==> src/rtl/pm_seq_pkg.sv <==
package pm_seq_pkg;

    typedef enum logic [2:0] {
        M_RESET   = 3'd0,
        M_STANDBY = 3'd1,
        M_SLEEP   = 3'd2,
        M_ACTIVE  = 3'd3,
        M_RX      = 3'd4,
        M_TX      = 3'd5
    } pm_mode_e;

    typedef struct packed {
        logic rx;
        logic tx;
        logic sleep;
        logic stby;
        logic idle;
    } pm_req_t;

    typedef struct packed {
        logic dig;
        logic spi;
        logic lso;
        logic hso;
        logic core;
        logic synth;
        logic rxc;
        logic txc;
    } pm_dom_t;

    localparam logic [1:0] LS_NONE = 2'd0;
    localparam logic [1:0] LS_RING = 2'd1;

    function automatic pm_dom_t dom_table(pm_mode_e m, logic ls_present);
        pm_dom_t d;
        d = '0;
        case (m)
            M_STANDBY: begin
                d.dig = 1'b1;
                d.spi = 1'b1;
            end
            M_SLEEP: begin
                d.dig = 1'b1;
                d.spi = 1'b1;
                d.lso = 1'b1;
            end
            M_ACTIVE, M_RX, M_TX: begin
                d.dig   = 1'b1;
                d.spi   = 1'b1;
                d.lso   = ls_present;
                d.hso   = 1'b1;
                d.core  = 1'b1;
                d.synth = (m != M_ACTIVE);
                d.rxc   = (m == M_RX);
                d.txc   = (m == M_TX);
            end
            default: d = '0;
        endcase
        return d;
    endfunction

    function automatic logic is_awake(pm_mode_e m);
        return (m == M_ACTIVE) || (m == M_RX) || (m == M_TX);
    endfunction

    function automatic int unsigned umax(int unsigned a, int unsigned b);
        return (a > b) ? a : b;
    endfunction

endpackage

==> src/rtl/pm_req_latch.sv <==
module pm_req_latch
    import pm_seq_pkg::*;
(
    input  logic    clk,
    input  logic    rst_n,
    input  logic    hold,
    input  pm_req_t live,
    output pm_req_t eff
);

    pm_req_t pend_q;

    always_ff @(posedge clk or negedge rst_n) begin
        if (!rst_n) begin
            pend_q <= '0;
        end else if (hold) begin
            pend_q <= pend_q | live;
        end else begin
            pend_q <= '0;
        end
    end

    assign eff = live | pend_q;

endmodule

==> src/rtl/pm_dly_sel.sv <==
module pm_dly_sel
    import pm_seq_pkg::*;
#(
    parameter int unsigned T_RST_NONE = 1500,
    parameter int unsigned T_RST_RING = 7000,
    parameter int unsigned T_RST_XTAL = 94000,
    parameter int unsigned T_SBY_NONE = 420,
    parameter int unsigned T_SBY_RING = 6200,
    parameter int unsigned T_SBY_XTAL = 93000,
    parameter int unsigned T_SLP      = 420,
    parameter int unsigned T_RX_CHG   = 125,
    parameter int unsigned T_RX_SAME  = 61,
    parameter int unsigned T_TX_CHG   = 131,
    parameter int unsigned T_TX_SAME  = 67,
    parameter int unsigned T_TURN     = 150,
    parameter int unsigned CW         = 17
) (
    input  pm_mode_e        from_m,
    input  pm_mode_e        to_m,
    input  logic [1:0]      ls_sel,
    input  logic            chan_chg,
    output logic [CW-1:0]   dly
);

    always_comb begin
        dly = '0;
        if (to_m == M_ACTIVE) begin
            if (from_m == M_RESET) begin
                if (ls_sel == LS_NONE)      dly = CW'(T_RST_NONE);
                else if (ls_sel == LS_RING) dly = CW'(T_RST_RING);
                else                        dly = CW'(T_RST_XTAL);
            end else if (from_m == M_STANDBY) begin
                if (ls_sel == LS_NONE)      dly = CW'(T_SBY_NONE);
                else if (ls_sel == LS_RING) dly = CW'(T_SBY_RING);
                else                        dly = CW'(T_SBY_XTAL);
            end else if (from_m == M_SLEEP) begin
                dly = CW'(T_SLP);
            end
        end else if (to_m == M_RX) begin
            if (from_m == M_ACTIVE) dly = chan_chg ? CW'(T_RX_CHG) : CW'(T_RX_SAME);
            else if (from_m == M_TX) dly = CW'(T_TURN);
        end else if (to_m == M_TX) begin
            if (from_m == M_ACTIVE) dly = chan_chg ? CW'(T_TX_CHG) : CW'(T_TX_SAME);
            else if (from_m == M_RX) dly = CW'(T_TURN);
        end
    end

endmodule

==> src/rtl/pm_tick_timer.sv <==
module pm_tick_timer #(
    parameter int unsigned CW = 17
) (
    input  logic          clk,
    input  logic          rst_n,
    input  logic          load,
    input  logic [CW-1:0] load_val,
    input  logic          run,
    input  logic          tick,
    output logic          expire
);

    logic [CW-1:0] cnt_q;

    always_ff @(posedge clk or negedge rst_n) begin
        if (!rst_n) begin
            cnt_q <= '0;
        end else if (load) begin
            cnt_q <= load_val;
        end else if (run && tick && (cnt_q != '0)) begin
            cnt_q <= cnt_q - CW'(1);
        end
    end

    assign expire = run && tick && (cnt_q <= CW'(1));


    cnt_hold_chk: assert property (@(posedge clk) disable iff (!rst_n)
        (!load && !tick) |=> (cnt_q == $past(cnt_q)));

endmodule

==> src/rtl/pwr_mode_seq.sv <==
module pwr_mode_seq
    import pm_seq_pkg::*;
#(
    parameter int unsigned T_RST_NONE = 1500,
    parameter int unsigned T_RST_RING = 7000,
    parameter int unsigned T_RST_XTAL = 94000,
    parameter int unsigned T_SBY_NONE = 420,
    parameter int unsigned T_SBY_RING = 6200,
    parameter int unsigned T_SBY_XTAL = 93000,
    parameter int unsigned T_SLP      = 420,
    parameter int unsigned T_RX_CHG   = 125,
    parameter int unsigned T_RX_SAME  = 61,
    parameter int unsigned T_TX_CHG   = 131,
    parameter int unsigned T_TX_SAME  = 67,
    parameter int unsigned T_TURN     = 150
) (
    input  logic       clk,
    input  logic       rst_n,
    input  logic       tick,
    input  logic       host_wake,
    input  logic       timer_wake,
    input  logic       req_sleep,
    input  logic       req_standby,
    input  logic       req_rx,
    input  logic       req_tx,
    input  logic       req_idle,
    input  logic       chan_change,
    input  logic [1:0] lsclk_sel,
    input  logic       ram2_keep,
    output logic       en_dig,
    output logic       en_spi,
    output logic       en_lso,
    output logic       en_hso,
    output logic       en_core,
    output logic       en_synth,
    output logic       en_rxc,
    output logic       en_txc,
    output logic       ram2_on,
    output logic       ready,
    output logic [2:0] mode_o
);

    localparam int unsigned MAX_A = umax(umax(T_RST_NONE, T_RST_RING), umax(T_RST_XTAL, T_SBY_NONE));
    localparam int unsigned MAX_B = umax(umax(T_SBY_RING, T_SBY_XTAL), umax(T_SLP, T_TURN));
    localparam int unsigned MAX_C = umax(umax(T_RX_CHG, T_RX_SAME), umax(T_TX_CHG, T_TX_SAME));
    localparam int unsigned MAXD  = umax(umax(MAX_A, MAX_B), MAX_C);
    localparam int unsigned CW    = $clog2(MAXD + 1);

    pm_mode_e      mode_q, mode_n;
    logic          busy_q, busy_n;
    logic          ram2_q, ram2_n;
    logic          load;
    logic          expire;
    logic [CW-1:0] dly;
    pm_req_t       live_req, eff_req;
    pm_dom_t       dom_q;
    logic          ready_q;

    assign live_req = '{rx: req_rx, tx: req_tx, sleep: req_sleep,
                        stby: req_standby, idle: req_idle};

    pm_req_latch u_req_latch (
        .clk   (clk),
        .rst_n (rst_n),
        .hold  (busy_q),
        .live  (live_req),
        .eff   (eff_req)
    );

    pm_dly_sel #(
        .T_RST_NONE (T_RST_NONE), .T_RST_RING (T_RST_RING), .T_RST_XTAL (T_RST_XTAL),
        .T_SBY_NONE (T_SBY_NONE), .T_SBY_RING (T_SBY_RING), .T_SBY_XTAL (T_SBY_XTAL),
        .T_SLP      (T_SLP),
        .T_RX_CHG   (T_RX_CHG),   .T_RX_SAME  (T_RX_SAME),
        .T_TX_CHG   (T_TX_CHG),   .T_TX_SAME  (T_TX_SAME),
        .T_TURN     (T_TURN),
        .CW         (CW)
    ) u_dly_sel (
        .from_m   (mode_q),
        .to_m     (mode_n),
        .ls_sel   (lsclk_sel),
        .chan_chg (chan_change),
        .dly      (dly)
    );

    pm_tick_timer #(.CW(CW)) u_timer (
        .clk      (clk),
        .rst_n    (rst_n),
        .load     (load),
        .load_val (dly),
        .run      (busy_q),
        .tick     (tick),
        .expire   (expire)
    );

    // next-state decision
    always_comb begin
        mode_n = mode_q;
        busy_n = busy_q;
        ram2_n = ram2_q;
        load   = 1'b0;
        if (busy_q) begin
            if (expire) busy_n = 1'b0;
        end else begin
            unique case (mode_q)
                M_RESET:   mode_n = M_ACTIVE;
                M_ACTIVE: begin
                    if (eff_req.rx)         mode_n = M_RX;
                    else if (eff_req.tx)    mode_n = M_TX;
                    else if (eff_req.sleep) mode_n = M_SLEEP;
                    else if (eff_req.stby)  mode_n = M_STANDBY;
                end
                M_SLEEP:   if (host_wake || timer_wake) mode_n = M_ACTIVE;
                M_STANDBY: if (host_wake) mode_n = M_ACTIVE;
                M_RX: begin
                    if (eff_req.tx)        mode_n = M_TX;
                    else if (eff_req.idle) mode_n = M_ACTIVE;
                end
                M_TX: begin
                    if (eff_req.rx)        mode_n = M_RX;
                    else if (eff_req.idle) mode_n = M_ACTIVE;
                end
                default: mode_n = M_RESET;
            endcase
            if (mode_n != mode_q) begin
                load   = (dly != '0);
                busy_n = (dly != '0);
                if ((mode_n == M_SLEEP) || (mode_n == M_STANDBY)) ram2_n = ram2_keep;
                else                                              ram2_n = 1'b1;
            end
        end
    end

    // state register
    always_ff @(posedge clk or negedge rst_n) begin
        if (!rst_n) begin
            mode_q <= M_RESET;
            busy_q <= 1'b0;
            ram2_q <= 1'b0;
        end else begin
            mode_q <= mode_n;
            busy_q <= busy_n;
            ram2_q <= ram2_n;
        end
    end

    // registered outputs
    always_ff @(posedge clk or negedge rst_n) begin
        if (!rst_n) begin
            dom_q   <= '0;
            ready_q <= 1'b0;
        end else begin
            dom_q   <= dom_table(mode_n, lsclk_sel != LS_NONE);
            ready_q <= !busy_n && is_awake(mode_n);
        end
    end

    assign en_dig   = dom_q.dig;
    assign en_spi   = dom_q.spi;
    assign en_lso   = dom_q.lso;
    assign en_hso   = dom_q.hso;
    assign en_core  = dom_q.core;
    assign en_synth = dom_q.synth;
    assign en_rxc   = dom_q.rxc;
    assign en_txc   = dom_q.txc;
    assign ram2_on  = ram2_q;
    assign ready    = ready_q;
    assign mode_o   = mode_q;


    rx_first_chk: assert property (@(posedge clk) disable iff (!rst_n)
        (ready && mode_o == M_ACTIVE && req_rx) |=> (mode_o == M_RX && !ready));


    stby_hold_chk: assert property (@(posedge clk) disable iff (!rst_n)
        (mode_o == M_STANDBY && !host_wake) |=> (mode_o == M_STANDBY));


    idle_fast_chk: assert property (@(posedge clk) disable iff (!rst_n)
        (ready && $past(ready) && mode_o == M_RX && req_idle && !req_tx)
            |=> (mode_o == M_ACTIVE && ready));


    ram2_keep_chk: assert property (@(posedge clk) disable iff (!rst_n)
        (mode_o == M_SLEEP && $past(mode_o) == M_SLEEP) |-> $stable(ram2_on));

endmodule

==> config.mk <==
export PLATFORM = sky130hd
export DESIGN_NAME = pwr_mode_seq
export DESIGN_NICKNAME = d
export VERILOG_FILES = /design/src/rtl/pm_seq_pkg.sv /design/src/rtl/pm_req_latch.sv /design/src/rtl/pm_dly_sel.sv /design/src/rtl/pm_tick_timer.sv /design/src/rtl/pwr_mode_seq.sv
export SDC_FILE = /design/constraint.sdc
export NUM_CORES = 1
export LEC_CHECK = 0
export ABC_AREA = 1
export CORE_MARGIN = 2
export CORE_UTILIZATION = 62
export CTS_CLUSTER_DIAMETER = 40
export DETAILED_ROUTE_END_ITERATION = 8
export PLACE_DENSITY = 0.94
export SKIP_CTS_REPAIR_TIMING = 1
export SYNTH_ARGS = -nofsm -noshare
export SYNTH_HDL_FRONTEND = slang
export SYNTH_HIERARCHICAL = 1
export SYNTH_SLANG_ARGS = --single-unit
==> constraint.sdc <==
create_clock -name clk -period 7.72 [get_ports clk]
set_clock_uncertainty 0.1 [all_clocks]
set_input_delay 0.772 -clock clk [delete_from_list [all_inputs] [get_ports clk]]
set_output_delay 0.772 -clock clk [all_outputs]
set_load 0.005 [all_outputs]
==> results.yml <==
placement:
  post-dp-hpwl_mm: 4.80
  gp_congestion: 0.951
  port_buffers: 26
  numPlacedInstances: 472
  placed_area_um2: 2940
timing:
  fmax_ghz: 0.215
  post-route-period-util: 0.603
  tightest_slew_ps: 701
  hold_violations: 0
  rsz0062_at_grt: "no"
  setup_tns_ps: 0
  period_needed_ps: 4650
  setup_viol: 0
  drv_slew: 0
  relSlewSlack: 0.532
  hold-worst-slack_ps: 388
pwr:
  p_total_mw: 1.24
  ir_drop_mv: 0.257
  p_leak_nw: 1.54
  powerDensity_nw_per_um2: 408
yosys:
  synth.area.top_cells: "dfrtp_1 (32%), nand2_1 (16%), nand3_1 (12%), inv_1 (6.0%), nor2_1 (5.7%)"
  ys_seq_area_frac: 0.316
  ys_types: 34
  yosysWarnings: 6
  syn_area_um2: 2690
  ys_seq_elements: 34
  synthCells: 406
  synth_nets: 423
  avgSynthCellArea_um2: 6.62
  synth_top_area_frac: 0.316
  synth_top_cell_by_area: "dfrtp_1"
layout:
  area_growth_pct: 13.4
  final_area_um2: 3050
  nNetsFinal: 446
  drive_above_1_share: 0.145
  seqCellArea_um2: 851
  final_cell_count_no_fill: 479
  final_cell_mix: "nand2_1 (115), nand3_1 (66), inv_1 (43)"
  nFillCells: 302
  antennaDiodeCount: 0
  final_common_cell: "nand2_1"
  multi_input_area_um2: 1550
grt:
  grt-ovfl-total: 0
  grt_max_degree: 35
  grt_pass1_wl_mm: 11.3
  track_usage: 0.283
  grt_pass1_vias: 2563
  antenna_found_initial: 0
setup_path:
  cpLargestDelayFamily: "simple AND/OR/NAND/NOR gates"
  cp.buffers_inverters: 4
  critPathCaptureType: "flop"
  slowest_delay_ps: 460
  critPathSlowestCell: "inv_1"
  cp-start-kind: "primary input"
  cp_common_cell: "nand2_1"
  worst-setup-path-type: "primary input to flop"
  crit_path_cell_trace: "clkdlybuf4s50_1 > nor2_1 > inv_1 > nor2_1 > nand3_1 > nand2_1 > nand2_2 > nand2_4 > nand2_1 > o21ai_2 > nand2_1 > nor2_2 > nand2_1 > nor2_1 > nor3_1 > nor3b_1 > nand3_1 > nand3_1 > inv_1 > inv_1 > or2_2 > nand3_1 > nand2_1"
  critPathMaxFanout: 22
  required_ps: 7800
  critPathArrivalTime_ps: 4730
floorplan:
  fp.dieH_um: 69.9
  die-area_um2: 4880
  core_region_area_um2: 4090
  die_w_um: 69.9
  num_io_pins: 27
  start_util: 0.658
  placementRows: 23
clock_tree:
  numCtsBuffers: 5
  cts-htree-levels: 2
  insertion_delay_ps: 290
  max-clock-path-buffers: 2
  cts-root-buf: "clkbuf_8"
  cts_tree: "built"
  cts_sinks: 34
  clk_pin_slew_worst_paths_ps: 70
route:
  vias: 2730
  drt_iter0_markers: 364
  final_antenna_net_count: 0
  drc_errors: 0
  routedWlPerCell_um: 13.7
  dr.pass1.iters: 5
  viasPerCell: 5.70
  wl_mm: 6.58
job:
  maxCapViolCount: 0
hold_path:
  worstHoldPathType: "flop to flop"
run_status:
  outcome: "finished, final reports clean"
## cells by family (layout without fill, tap and decap cells)
family / count (synthesis) / in the layout / synth area share
AO/OA/AOI/OAI: 25 / 25 / 0.0610
XOR/XNOR: 6 / 6 / 0.0195
adder cells (fa/ha/maj): 3 / 3 / 0.0140
buffers and inverters: 65 / 88 / 0.106
flip-flops: 34 / 34 / 0.316
other: 1 / 1 / 0.00139
AND/OR/NAND/NOR: 272 / 272 / 0.482
## state kept, by name, indices dropped and copies added (netlist names)
register,cells
mode_o,3
u_req_latch/pend_q,5
en_dig,1
en_txc,1
u_timer/cnt_q,17
busy_q,1
ready,1
en_core,1
en_lso,1
en_synth,1
ram2_on,1
en_rxc,1
## worst paths after layout
check / cells past startpoint / slack (ps) / startpoint / to
setup / recovery: 23 / 3070 / req_rx / u_timer/cnt_q[9]
hold / removal: 2 / 390 / u_req_latch/pend_q[4] / u_req_latch/pend_q[4]
setup reg to reg: 19 / 3350 / mode_o[0] / u_timer/cnt_q[9]
hold reg to reg: 2 / 390 / u_req_latch/pend_q[4] / u_req_latch/pend_q[4]
max in group asynchronous: 2 / 6400 / rst_n / en_rxc
min in group asynchronous: 2 / 800 / rst_n / u_timer/cnt_q[15]
## layout make-up
cell class / instances / share of cell area
inverter: 54 / 0.0664
multi-input combinational: 307 / 0.509
clock buffer: 6 / 0.0271
tap: 50 / 0.0205
clock inverter: 1 / 0.00984
timing repair buffer: 27 / 0.0878
sequential: 34 / 0.279
## metrics by stage
step                      utilization  worst slack [ps]
after floorplan                     -              4250
after global placement          0.719              3110
after detailed placement        0.719              2870
after CTS                       0.746              3150
after global routing            0.746              2590
final                           0.746              3070
## routing by layer
metal	track usage	vias up	share of wire
li1	-	1328	-
met1	0.350	1270	0.41
met2	0.491	120	0.51
met3	0.0577	12	0.066
met4	0.0940	0	0.011
met5	0	-	0
## worst register-to-register path, cell delays in order, from the launching register on
cell	delay [ps]
dfrtp_1	790
inv_2	160
nand2_1	110
nand2_1	60
nand2_2	80
nand3_4	110
o21ai_4	250
nand2_1	100
nor2_2	260
nand2_1	120
nor2_1	290
nor3_1	90
nor3b_1	150
nand3_1	80
nand3_1	120
inv_1	390
inv_1	460
or2_2	410
nand3_1	80
nand2_1	50
## cells in the mapped netlist (all sizes together)
master / number
clkbuf: 1
nand2: 126
or2: 7
nand3b: 1
buf: 10
xnor2: 3
nor2: 55
nand3: 73
nand4: 5
ha: 3
o21ai: 16
conb: 1
inv: 54
nor3b: 1
nor3: 3
a21oi: 7
xor2: 3
dfrtp: 34
o211ai: 2
nor4: 1
## power by group
group	switching [mW]	leakage (nW)	total, mW	internal, mW
logic	0.457	1.07	0.730	0.273
clock network	0.0665	0.0573	0.170	0.103
registers	0.0947	0.417	0.345	0.250
Power figures use the tool's default switching activity.
